===== config.mk =====
export PLATFORM = sky130hd
export DESIGN_NAME = sio_multimode
export DESIGN_NICKNAME = d
export VERILOG_FILES = /design/src/rtl/sio_pkg.sv /design/src/rtl/sio_async_tx.sv /design/src/rtl/sio_async_rx.sv /design/src/rtl/sio_sync_shift.sv /design/src/rtl/sio_multimode.sv
export SDC_FILE = /design/constraint.sdc
export NUM_CORES = 1
export LEC_CHECK = 0
export BUFFER_PORTS_ARGS = -buffer_cell sky130_fd_sc_hd__buf_2
export CAP_MARGIN = 10
export CORE_MARGIN = 8
export CORE_UTILIZATION = 38
export DETAILED_ROUTE_END_ITERATION = 16
export PLACE_DENSITY = 0.51
export REMOVE_ABC_BUFFERS = 1
export SETUP_SLACK_MARGIN = 0.3
export SKIP_LAST_GASP = 1
export SYNTH_ARGS = -nofsm -noshare
export SYNTH_HDL_FRONTEND = slang
export SYNTH_SLANG_ARGS = --single-unit

===== constraint.sdc =====
create_clock -name clk -period 3.6 [get_ports clk]
set_input_delay 0.54 -clock clk [delete_from_list [all_inputs] [get_ports clk]]
set_output_delay 0.54 -clock clk [all_outputs]
set_load 0.05 [all_outputs]

===== src/rtl/sio_pkg.sv =====
package sio_pkg;

  typedef enum logic [2:0] {
    CH_OFF,
    CH_SYNC,
    CH_A7,
    CH_A8,
    CH_A9
  } ch_mode_e;

  // mode byte layout, MSB first
  typedef struct packed {
    logic       sleep;
    logic       par_en;
    logic       par_even;
    logic       two_stop;
    logic       ext_clk;
    logic [2:0] sel;
  } mode_byte_t;

  function automatic ch_mode_e decode_sel(input logic [2:0] sel);
    case (sel)
      3'b001:  return CH_SYNC;
      3'b100:  return CH_A7;
      3'b101:  return CH_A8;
      3'b110:  return CH_A9;
      default: return CH_OFF;   // reserved codes behave as off
    endcase
  endfunction

  function automatic logic [3:0] data_len(input ch_mode_e m);
    case (m)
      CH_A7:   return 4'd7;
      CH_A9:   return 4'd9;
      default: return 4'd8;
    endcase
  endfunction

endpackage


===== src/rtl/sio_async_tx.sv =====
module sio_async_tx #(
  parameter int OSR = 16
) (
  input  logic       clk,
  input  logic       rst_n,
  input  logic       en,
  input  logic       tick,
  input  logic       start,
  input  logic [8:0] data,
  input  logic [3:0] nbits,
  input  logic       par_en,
  input  logic       par_even,
  input  logic       two_stop,
  output logic       txd,
  output logic       busy
);
  localparam int FW = 13;
  localparam int CW = $clog2(OSR);

  logic          busy_q, busy_d;
  logic [FW-1:0] sh_q, sh_d;
  logic [3:0]    left_q, left_d;
  logic [CW-1:0] cnt_q, cnt_d;
  logic [FW-1:0] frame;
  logic [3:0]    len;
  logic [8:0]    dm;
  logic          pbit;

  always_comb begin
    dm    = data & ((9'h1 << nbits) - 9'h1);
    pbit  = par_even ? ^dm : ~^dm;
    frame = '1;
    frame[0] = 1'b0;
    for (int i = 0; i < 9; i++) begin
      if (i < int'(nbits)) frame[i+1] = dm[i];
    end
    if (par_en) frame[int'(nbits)+1] = pbit;
    len = 4'd2 + nbits + {3'b0, par_en} + {3'b0, two_stop};
  end

  always_comb begin
    busy_d = busy_q;
    sh_d   = sh_q;
    left_d = left_q;
    cnt_d  = cnt_q;
    if (!en) begin
      busy_d = 1'b0;
      sh_d   = '1;
    end else if (!busy_q) begin
      if (start) begin
        busy_d = 1'b1;
        sh_d   = frame;
        left_d = len;
        cnt_d  = '0;
      end
    end else if (tick) begin
      if (cnt_q == CW'(OSR-1)) begin
        cnt_d  = '0;
        sh_d   = {1'b1, sh_q[FW-1:1]};
        left_d = left_q - 4'd1;
        if (left_q == 4'd1) busy_d = 1'b0;
      end else begin
        cnt_d = cnt_q + CW'(1);
      end
    end
  end

  always_ff @(posedge clk or negedge rst_n) begin
    if (!rst_n) begin
      busy_q <= 1'b0;
      sh_q   <= '1;
      left_q <= '0;
      cnt_q  <= '0;
    end else begin
      busy_q <= busy_d;
      sh_q   <= sh_d;
      left_q <= left_d;
      cnt_q  <= cnt_d;
    end
  end

  assign txd  = sh_q[0];
  assign busy = busy_q;

  assert_start_bit_R3: assert property (@(posedge clk) disable iff (!rst_n)
    (en && start && !busy_q) |=> (busy_q && !txd));
  assert_idle_high_R3: assert property (@(posedge clk) disable iff (!rst_n)
    $fell(busy_q) |-> txd);

endmodule


===== src/rtl/sio_async_rx.sv =====
module sio_async_rx #(
  parameter int OSR = 16
) (
  input  logic       clk,
  input  logic       rst_n,
  input  logic       en,
  input  logic       tick,
  input  logic       rxd_s,
  input  logic [3:0] nbits,
  input  logic       par_en,
  input  logic       par_even,
  input  logic       two_stop,
  input  logic       sleep,
  output logic [8:0] data,
  output logic       perr,
  output logic       ferr,
  output logic       valid
);
  localparam int CW   = $clog2(OSR);
  localparam int HALF = OSR / 2;

  typedef enum logic [2:0] {S_IDLE, S_START, S_DATA, S_PAR, S_STOP} rx_st_e;

  rx_st_e        st_q, st_d;
  logic [CW-1:0] cnt_q, cnt_d;
  logic [3:0]    bit_q, bit_d;
  logic [8:0]    sh_q, sh_d;
  logic          acc_q, acc_d, pe_q, pe_d, fe_q, fe_d;
  logic          msb_q, msb_d, armed_q, armed_d, stop2_q, stop2_d;
  logic [8:0]    dat_q, dat_d;
  logic          operr_q, operr_d, oferr_q, oferr_d, val_q, val_d;
  logic          slot;

  assign slot = tick && (cnt_q == CW'(OSR-1));

  always_comb begin
    st_d = st_q; cnt_d = cnt_q; bit_d = bit_q; sh_d = sh_q;
    acc_d = acc_q; pe_d = pe_q; fe_d = fe_q; msb_d = msb_q;
    armed_d = armed_q; stop2_d = stop2_q;
    dat_d = dat_q; operr_d = operr_q; oferr_d = oferr_q; val_d = 1'b0;
    if (tick && st_q != S_IDLE && st_q != S_START && !slot) cnt_d = cnt_q + CW'(1);
    if (!en) begin
      st_d    = S_IDLE;
      armed_d = 1'b0;
    end else begin
      case (st_q)
        S_IDLE: begin
          if (rxd_s) armed_d = 1'b1;
          if (tick && armed_q && !rxd_s) begin
            st_d  = S_START;
            cnt_d = '0;
          end
        end
        S_START: if (tick) begin
          if (cnt_q == CW'(HALF-1)) begin
            cnt_d = '0;
            if (!rxd_s) begin
              st_d = S_DATA; bit_d = '0; acc_d = 1'b0; pe_d = 1'b0; fe_d = 1'b0;
            end else begin
              st_d = S_IDLE;
            end
          end else begin
            cnt_d = cnt_q + CW'(1);
          end
        end
        S_DATA: if (slot) begin
          cnt_d = '0;
          sh_d  = {rxd_s, sh_q[8:1]};
          acc_d = acc_q ^ rxd_s;
          bit_d = bit_q + 4'd1;
          if (bit_q == nbits - 4'd1) begin
            msb_d   = rxd_s;
            stop2_d = 1'b0;
            st_d    = par_en ? S_PAR : S_STOP;
          end
        end
        S_PAR: if (slot) begin
          cnt_d = '0;
          pe_d  = ((acc_q ^ rxd_s) != !par_even);
          st_d  = S_STOP;
        end
        S_STOP: if (slot) begin
          cnt_d = '0;
          fe_d  = fe_q | !rxd_s;
          if (two_stop && !stop2_q) begin
            stop2_d = 1'b1;
          end else begin
            st_d    = S_IDLE;
            armed_d = 1'b0;
            if (!(sleep && !msb_q)) begin
              val_d   = 1'b1;
              dat_d   = sh_q >> (4'd9 - nbits);
              operr_d = pe_q;
              oferr_d = fe_q | !rxd_s;
            end
          end
        end
        default: st_d = S_IDLE;
      endcase
    end
  end

  always_ff @(posedge clk or negedge rst_n) begin
    if (!rst_n) begin
      st_q <= S_IDLE; cnt_q <= '0; bit_q <= '0; sh_q <= '0;
      acc_q <= 1'b0; pe_q <= 1'b0; fe_q <= 1'b0; msb_q <= 1'b0;
      armed_q <= 1'b0; stop2_q <= 1'b0;
      dat_q <= '0; operr_q <= 1'b0; oferr_q <= 1'b0; val_q <= 1'b0;
    end else begin
      st_q <= st_d; cnt_q <= cnt_d; bit_q <= bit_d; sh_q <= sh_d;
      acc_q <= acc_d; pe_q <= pe_d; fe_q <= fe_d; msb_q <= msb_d;
      armed_q <= armed_d; stop2_q <= stop2_d;
      dat_q <= dat_d; operr_q <= operr_d; oferr_q <= oferr_d; val_q <= val_d;
    end
  end

  assign data  = dat_q;
  assign perr  = operr_q;
  assign ferr  = oferr_q;
  assign valid = val_q;

  assert_valid_pulse_R6: assert property (@(posedge clk) disable iff (!rst_n)
    val_q |=> !val_q);
  assert_sleep_msb_R9: assert property (@(posedge clk) disable iff (!rst_n)
    (val_q && sleep && $stable(nbits)) |-> dat_q[nbits - 4'd1]);
  assert_need_high_R8: assert property (@(posedge clk) disable iff (!rst_n)
    (st_q == S_IDLE && !armed_q) |=> (st_q == S_IDLE));

endmodule


===== src/rtl/sio_sync_shift.sv =====
module sio_sync_shift #(
  parameter int OSR       = 16,
  parameter int SYNC_BITS = 8
) (
  input  logic                 clk,
  input  logic                 rst_n,
  input  logic                 en,
  input  logic                 ext_clk,
  input  logic                 tick,
  input  logic                 start,
  input  logic [SYNC_BITS-1:0] tx_word,
  input  logic                 rxd_s,
  input  logic                 sclk_s,
  output logic                 txd,
  output logic                 sclk_out,
  output logic                 sclk_oe,
  output logic                 busy,
  output logic [SYNC_BITS-1:0] rx_word,
  output logic                 done
);
  localparam int HALF = OSR / 2;
  localparam int HW   = (HALF > 1) ? $clog2(HALF) : 1;
  localparam int BW   = $clog2(SYNC_BITS + 1);

  logic                 busy_q, busy_d, txd_q, txd_d, sclk_q, sclk_d;
  logic                 sprev_q, done_q, done_d;
  logic [SYNC_BITS-1:0] sh_q, sh_d;
  logic [HW-1:0]        h_q, h_d;
  logic [BW-1:0]        b_q, b_d;
  logic                 half_end, fall, rise;

  assign half_end = tick && (h_q == HW'(HALF-1));
  assign fall = busy_q && (ext_clk ? (sprev_q && !sclk_s) : (half_end && sclk_q));
  assign rise = busy_q && (ext_clk ? (!sprev_q && sclk_s) : (half_end && !sclk_q));

  always_comb begin
    busy_d = busy_q; txd_d = txd_q; sclk_d = sclk_q;
    sh_d = sh_q; h_d = h_q; b_d = b_q; done_d = 1'b0;
    if (!en) begin
      busy_d = 1'b0; txd_d = 1'b1; sclk_d = 1'b1; h_d = '0;
    end else if (!busy_q) begin
      sclk_d = 1'b1;
      if (start) begin
        busy_d = 1'b1; sh_d = tx_word; b_d = '0; h_d = '0;
      end
    end else begin
      if (!ext_clk && tick) h_d = half_end ? '0 : h_q + HW'(1);
      if (fall) begin
        txd_d = sh_q[0];
        if (!ext_clk) sclk_d = 1'b0;
      end
      if (rise) begin
        sh_d = {rxd_s, sh_q[SYNC_BITS-1:1]};
        if (!ext_clk) sclk_d = 1'b1;
        b_d = b_q + BW'(1);
        if (b_q == BW'(SYNC_BITS-1)) begin
          busy_d = 1'b0; done_d = 1'b1; txd_d = 1'b1;
        end
      end
    end
  end

  always_ff @(posedge clk or negedge rst_n) begin
    if (!rst_n) begin
      busy_q <= 1'b0; txd_q <= 1'b1; sclk_q <= 1'b1; sprev_q <= 1'b1;
      sh_q <= '0; h_q <= '0; b_q <= '0; done_q <= 1'b0;
    end else begin
      busy_q <= busy_d; txd_q <= txd_d; sclk_q <= sclk_d; sprev_q <= sclk_s;
      sh_q <= sh_d; h_q <= h_d; b_q <= b_d; done_q <= done_d;
    end
  end

  assign txd      = txd_q;
  assign sclk_out = sclk_q;
  assign sclk_oe  = en && !ext_clk;
  assign busy     = busy_q;
  assign rx_word  = sh_q;
  assign done     = done_q;

  assert_txd_on_fall_R10: assert property (@(posedge clk) disable iff (!rst_n)
    (busy_q && !ext_clk && $past(busy_q && !ext_clk) && !$stable(txd_q)) |-> $fell(sclk_q));

endmodule


===== src/rtl/sio_multimode.sv =====
module sio_multimode #(
  parameter int OSR       = 16,
  parameter int SYNC_BITS = 8
) (
  input  logic       clk,
  input  logic       rst_n,
  input  logic       reg_wr,
  input  logic [7:0] reg_wdata,
  output logic [7:0] reg_rdata,
  input  logic       baud_tick,
  input  logic       tx_start,
  input  logic [8:0] tx_data,
  output logic       tx_busy,
  output logic [8:0] rx_data,
  output logic       rx_valid,
  output logic       rx_par_err,
  output logic       rx_frame_err,
  output logic       txd,
  input  logic       rxd,
  output logic       sclk_out,
  output logic       sclk_oe,
  input  logic       sclk_in
);
  import sio_pkg::*;

  logic       rst_s1, rst_ns;
  mode_byte_t mode_q, mode_d;
  ch_mode_e   ch;
  logic       a_en, s_en;
  logic [3:0] nbits;
  logic [1:0] rxd_sync, sclk_sync;
  logic       a_txd, a_busy, s_txd, s_busy, s_done;
  logic [8:0] a_data;
  logic       a_perr, a_ferr, a_valid;
  logic [SYNC_BITS-1:0] s_word;
  logic [8:0] rd_q, rd_d;
  logic       rv_q, rv_d, rp_q, rp_d, rf_q, rf_d;

  // reset asserted asynchronously, released on a clock edge
  always_ff @(posedge clk or negedge rst_n) begin
    if (!rst_n) begin
      rst_s1 <= 1'b0;
      rst_ns <= 1'b0;
    end else begin
      rst_s1 <= 1'b1;
      rst_ns <= rst_s1;
    end
  end

  always_comb mode_d = reg_wr ? mode_byte_t'(reg_wdata) : mode_q;

  always_ff @(posedge clk or negedge rst_ns) begin
    if (!rst_ns) begin
      mode_q    <= '0;
      rxd_sync  <= 2'b11;
      sclk_sync <= 2'b11;
    end else begin
      mode_q    <= mode_d;
      rxd_sync  <= {rxd_sync[0], rxd};
      sclk_sync <= {sclk_sync[0], sclk_in};
    end
  end

  assign ch    = decode_sel(mode_q.sel);
  assign a_en  = (ch == CH_A7) || (ch == CH_A8) || (ch == CH_A9);
  assign s_en  = (ch == CH_SYNC);
  assign nbits = data_len(ch);

  sio_async_tx #(.OSR(OSR)) u_atx (
    .clk(clk), .rst_n(rst_ns), .en(a_en), .tick(baud_tick), .start(tx_start),
    .data(tx_data), .nbits(nbits), .par_en(mode_q.par_en), .par_even(mode_q.par_even),
    .two_stop(mode_q.two_stop), .txd(a_txd), .busy(a_busy));

  sio_async_rx #(.OSR(OSR)) u_arx (
    .clk(clk), .rst_n(rst_ns), .en(a_en), .tick(baud_tick), .rxd_s(rxd_sync[1]),
    .nbits(nbits), .par_en(mode_q.par_en), .par_even(mode_q.par_even),
    .two_stop(mode_q.two_stop), .sleep(mode_q.sleep), .data(a_data),
    .perr(a_perr), .ferr(a_ferr), .valid(a_valid));

  sio_sync_shift #(.OSR(OSR), .SYNC_BITS(SYNC_BITS)) u_sync (
    .clk(clk), .rst_n(rst_ns), .en(s_en), .ext_clk(mode_q.ext_clk), .tick(baud_tick),
    .start(tx_start), .tx_word(tx_data[SYNC_BITS-1:0]), .rxd_s(rxd_sync[1]),
    .sclk_s(sclk_sync[1]), .txd(s_txd), .sclk_out(sclk_out), .sclk_oe(sclk_oe),
    .busy(s_busy), .rx_word(s_word), .done(s_done));

  always_comb begin
    rd_d = rd_q; rp_d = rp_q; rf_d = rf_q;
    rv_d = a_valid || s_done;
    if (s_done) begin
      rd_d = 9'(s_word); rp_d = 1'b0; rf_d = 1'b0;
    end else if (a_valid) begin
      rd_d = a_data; rp_d = a_perr; rf_d = a_ferr;
    end
  end

  always_ff @(posedge clk or negedge rst_ns) begin
    if (!rst_ns) begin
      rd_q <= '0; rv_q <= 1'b0; rp_q <= 1'b0; rf_q <= 1'b0;
    end else begin
      rd_q <= rd_d; rv_q <= rv_d; rp_q <= rp_d; rf_q <= rf_d;
    end
  end

  assign reg_rdata    = mode_q;
  assign tx_busy      = a_busy || s_busy;
  assign txd          = a_en ? a_txd : (s_en ? s_txd : 1'b1);
  assign rx_data      = rd_q;
  assign rx_valid     = rv_q;
  assign rx_par_err   = rp_q;
  assign rx_frame_err = rf_q;

  assert_readback_R1: assert property (@(posedge clk) disable iff (!rst_ns)
    $past(reg_wr) |-> (reg_rdata == $past(reg_wdata)));
  assert_off_quiet_R2: assert property (@(posedge clk) disable iff (!rst_ns)
    (!a_en && !s_en) |=> (!tx_busy && txd && !sclk_oe));
  assert_sclk_drive_R11: assert property (@(posedge clk) disable iff (!rst_ns)
    sclk_oe |-> (mode_q.sel == 3'b001 && !mode_q.ext_clk));

endmodule


==> impl_results.md <==
- First-pass GRT wire length: 21.6 mm
- HPWL after DPL: 9.38 mm
- Post-CTS sizing: 0
- Xor/xnor share of the synthesized area: ~2.6%
- Distinct cells, synth: 64
- Critical Path Start Type: flop
- I/O Buffers: 47
- Fill cells: 1426
- Critical path type: reg2reg
- GPL Wtd Cong: between 0.7 and 0.8
- DR vias: a little over 4000
- Root Buffer: clkbuf_16
- Tmin final: about 2.5 ns
- Fraction of layout cells with a size suffix above 1: 19.6%
- Largest net degree at the start of global routing: 60
- Antenna diodes: 0
- Initial antenna violation count: 0
- R2R Path Start: reg_rdata[2]
- Placed cells: around 760
- Register bit total from synthesis: approximately 110
- Global Route Usage Sum: around 15%
- Max_cap viols: 0
- Gr ovfl total: 0
- Reg2reg end: u_atx.left_q[1]
- Crit share post-route: about two thirds
- FFs w/ async S/R, synth: 100%
- Top FF cell, synth: dfrtp_1
- Avg Cell Area, Syn: just under 10 sq um
- CP startpoint: reg_rdata[2]
- Die W: around 140 um
- Largest family of logic cells by synthesized area: simple AND/OR/NAND/NOR gates
- CP arrival: 2.66 ns
- Crit path max fanout: 20
- CTS tree: done
- Min-delay worst type: in2reg
- Starting DRT DRC Count: about 240
- # IOs: 48
- R2R Setup Slk: 1.13 ns
- Most used cell, CP: inv_1
- Cells after Synth: 564
- Standard cell with the maximum stage delay on the critical path: dfrtp_1
- FMAX: roughly 410 MHz
- Postcts setup bufs: 0
- Num CTS Buffers: 9
- Number of global-route vias before repair: between 4000 and 5000
- Detailed-route DRC error count: 0
- Final setup viols: 0
- Ys Warns: 0
- Slew Limit Fails: 0
- Clock Latency Late Sink: ~0.35 ns
- DR pass1 iterations: 5
- Die Ht: between 100 and 150 um
- Fin Clk Skew: approximately 0.0094 ns
- Clock Path Buffers: 2
- Adder-Cell Fraction of Synth Area: under 10%
- Placement Rows: between 40 and 50
- Area Overhead vs Synth: 12.2%
- Worst setup path end: u_atx.left_q[1]
- Leakage: about 2.7 nW
- Max VDD drop: roughly 0.22 mV
- CP cell instances: nor2b_1, inv_1, fa_1, inv_1, ha_1, inv_1, mux2i_1, nand2_1, o21ai_0
- Setup TNS: 0 ns
- EDFF count, synth: 0
- Critical Path RT: 3.80 ns
- Layout Cells excl Fill: ~780
- Slowest stage delay, CP: 0.53 ns
- Core area: 14300 sq um
- Vias/cell: approximately 5.3
- Slew margin rel.: between 30 and 40%
- CTS HTree Levels: 3
- Worst-path clk slew: approximately 0.07 ns
- Clock sinks: ~110
- Area occupied by multi-input gates: 2550 sq um
- Worst r2r path cells: 9
- ANT nets after route: 0
- Status: complete, no violations
- Least-Margin Pin Slew: 1.01 ns
- PwrDens: between 400 and 500 nW/um^2
- Initial Util: 38.2%
- Synth Area in Compound Gates: approximately 15%
- CP Capture Type: flop
- Cell Area, Synth: 5470 sq um
- Synth Area in Simple Gates: 17.3%
- RSZ-0062 raised after global routing: no
- Register area share after synthesis: about 49%
- Die area: about 18000 sq um
- DRT Wirelength: between 10 and 15 mm
- DR WL/cell: 16.5 um
- Mux cell area share after synthesis: about a tenth
- Final net count: roughly 630
- Hold Vio Cnt, Final: 0
- Reg area: ~2700 sq um
==> cell usage in the layout, fill, tap and decap left out, types with 4 or more instances in the layout <==
| master | netlist | routed |
|---|---|---|
| ha_1 | 9 | 9 |
| o21ai_0 | 34 | 34 |
| clkbuf_16 | 0 | 9 |
| mux2_2 | 8 | 8 |
| a22o_1 | 5 | 5 |
| nand4_1 | 5 | 5 |
| nand2b_1 | 4 | 4 |
| a21oi_1 | 36 | 36 |
| inv_1 | 15 | 15 |
| nand3_1 | 18 | 18 |
| buf_2 | 9 | 47 |
| o21ai_2 | 9 | 9 |
| nor2_1 | 61 | 61 |
| nor3_1 | 8 | 8 |
| xnor2_1 | 10 | 10 |
| nand2_1 | 84 | 84 |
| dfstp_2 | 20 | 20 |
| o22ai_1 | 5 | 5 |
| xor2_1 | 6 | 6 |
| dfrtp_1 | 86 | 85 |
| mux2i_1 | 43 | 43 |
| nand3b_1 | 4 | 4 |
| nor2b_1 | 4 | 4 |
==> flip-flops by register name, indices dropped and copies added (netlist names), 8 cells and up <==
signal	flops
u_arx.sh_q	9
reg_rdata	8
rx_data	9
u_sync.rx_word	8
u_arx.data	9
u_atx.sh_q	13
==> cell type report <==
type / count / area share, %
Clock buffer: 11 / 3.79
Clock inverter: 5 / 1.69
Inverter: 15 / 0.918
Multi-Input combinational cell: 409 / 41.6
Sequential cell: 106 / 43.7
Tap cell: 184 / 3.75
Timing Repair Buffer: 51 / 4.57
==> cell families (layout without fill, tap and decap cells) <==
| kind of cell | after synthesis | in the layout |
|---|---|---|
| adder cells (fa/ha/maj) | 10 | 10 |
| flip-flops | 106 | 106 |
| multiplexers | 51 | 51 |
| buffers and inverters | 49 | 82 |
| XOR/XNOR | 16 | 16 |
| AND/OR/NAND/NOR | 207 | 207 |
| other | 1 | 1 |
| AO/OA/AOI/OAI | 124 | 124 |
==> stage by stage <==
step	util (%)	hold WS (ns)	power, mW	instance area [sq um]	setup slack, ns
final	42.9	0.279	2.94	6140	1.13
after global routing	42.9	0.254	3.10	6140	0.889
after CTS	42.9	0.260	2.99	6140	1.13
after detailed placement	40.4	0.326	1.85	5790	1.15
after global placement	40.4	0.327	1.84	5790	1.25
after floorplan	-	0.244	1.70	5290	0.463
==> critical path: cells and delay by family, from the launching register on <==
family / cells / cell delay, ns
AO/OA/AOI/OAI: 1 / 0.08
adder cells (fa/ha/maj): 2 / 0.71
buffers and inverters: 3 / 0.48
flip-flops: 1 / 0.53
multiplexers: 1 / 0.05
AND/OR/NAND/NOR: 2 / 0.45
==> cells in the mapped netlist (3+ instances only) <==
library cell	instances	area, sq um
inv_1	15	56.3
nor2_1	61	229
nand3_1	18	90.1
nor3_1	8	40.0
ha_1	9	113
buf_1	3	11.3
or3_1	3	18.8
nor2b_1	4	25.0
buf_2	9	45.0
nand3b_1	4	30.0
xnor2_1	10	87.6
a22o_1	5	43.8
clkbuf_1	13	48.8
mux2_2	8	90.1
xor2_1	6	52.6
dfrtp_1	86	2150
nand4_1	5	31.3
o21ai_1	3	15.0
o22ai_1	5	31.3
dfstp_2	20	526
o21ai_0	34	170
buf_6	3	33.8
or2_2	3	18.8
o21ai_2	9	78.8
mux2i_1	43	430
buf_4	6	45.0
a31oi_1	3	18.8
a21oi_1	36	180
nand2_1	84	315
nand2b_1	4	25.0
o21a_1	3	22.5
==> worst min path at each step <==
stage                     startpoint     endpoint  slack (ns)  cells after the start
after floorplan                rst_n       rst_ns        0.24                      0
after global placement         rst_n       rst_s1        0.33                      1
after detailed placement       rst_n       rst_s1        0.33                      1
after CTS                        rxd  rxd_sync[0]        0.26                      1
after global routing             rxd  rxd_sync[0]        0.25                      1
final                            rxd  rxd_sync[0]        0.28                      1
==> where the power goes <==
part	internal, mW	switching, mW	leakage (nW)
combinational	0.158	0.252	1.19
clock	0.681	0.437	0.164
sequential	1.30	0.117	1.35
total	2.13	0.806	2.71
==> per-layer routing <==
layer	vias up	track usage, %	wire, um
met5	-	0	0
met4	0	5.25	229
met3	12	4.21	648
met2	83	22.9	6050
met1	1996	19.6	5990
li1	2012	-	-
==> repair_timing <==
| action | 4_1_cts | 5_1_grt |
|---|---|---|
| hold buffers | 1 | 0 |
| endpoints found under the hold margin | 2 | 0 |
| endpoints found under the setup margin | 0 | 0 |
No activity file was read; power rests on OpenSTA's default activity.
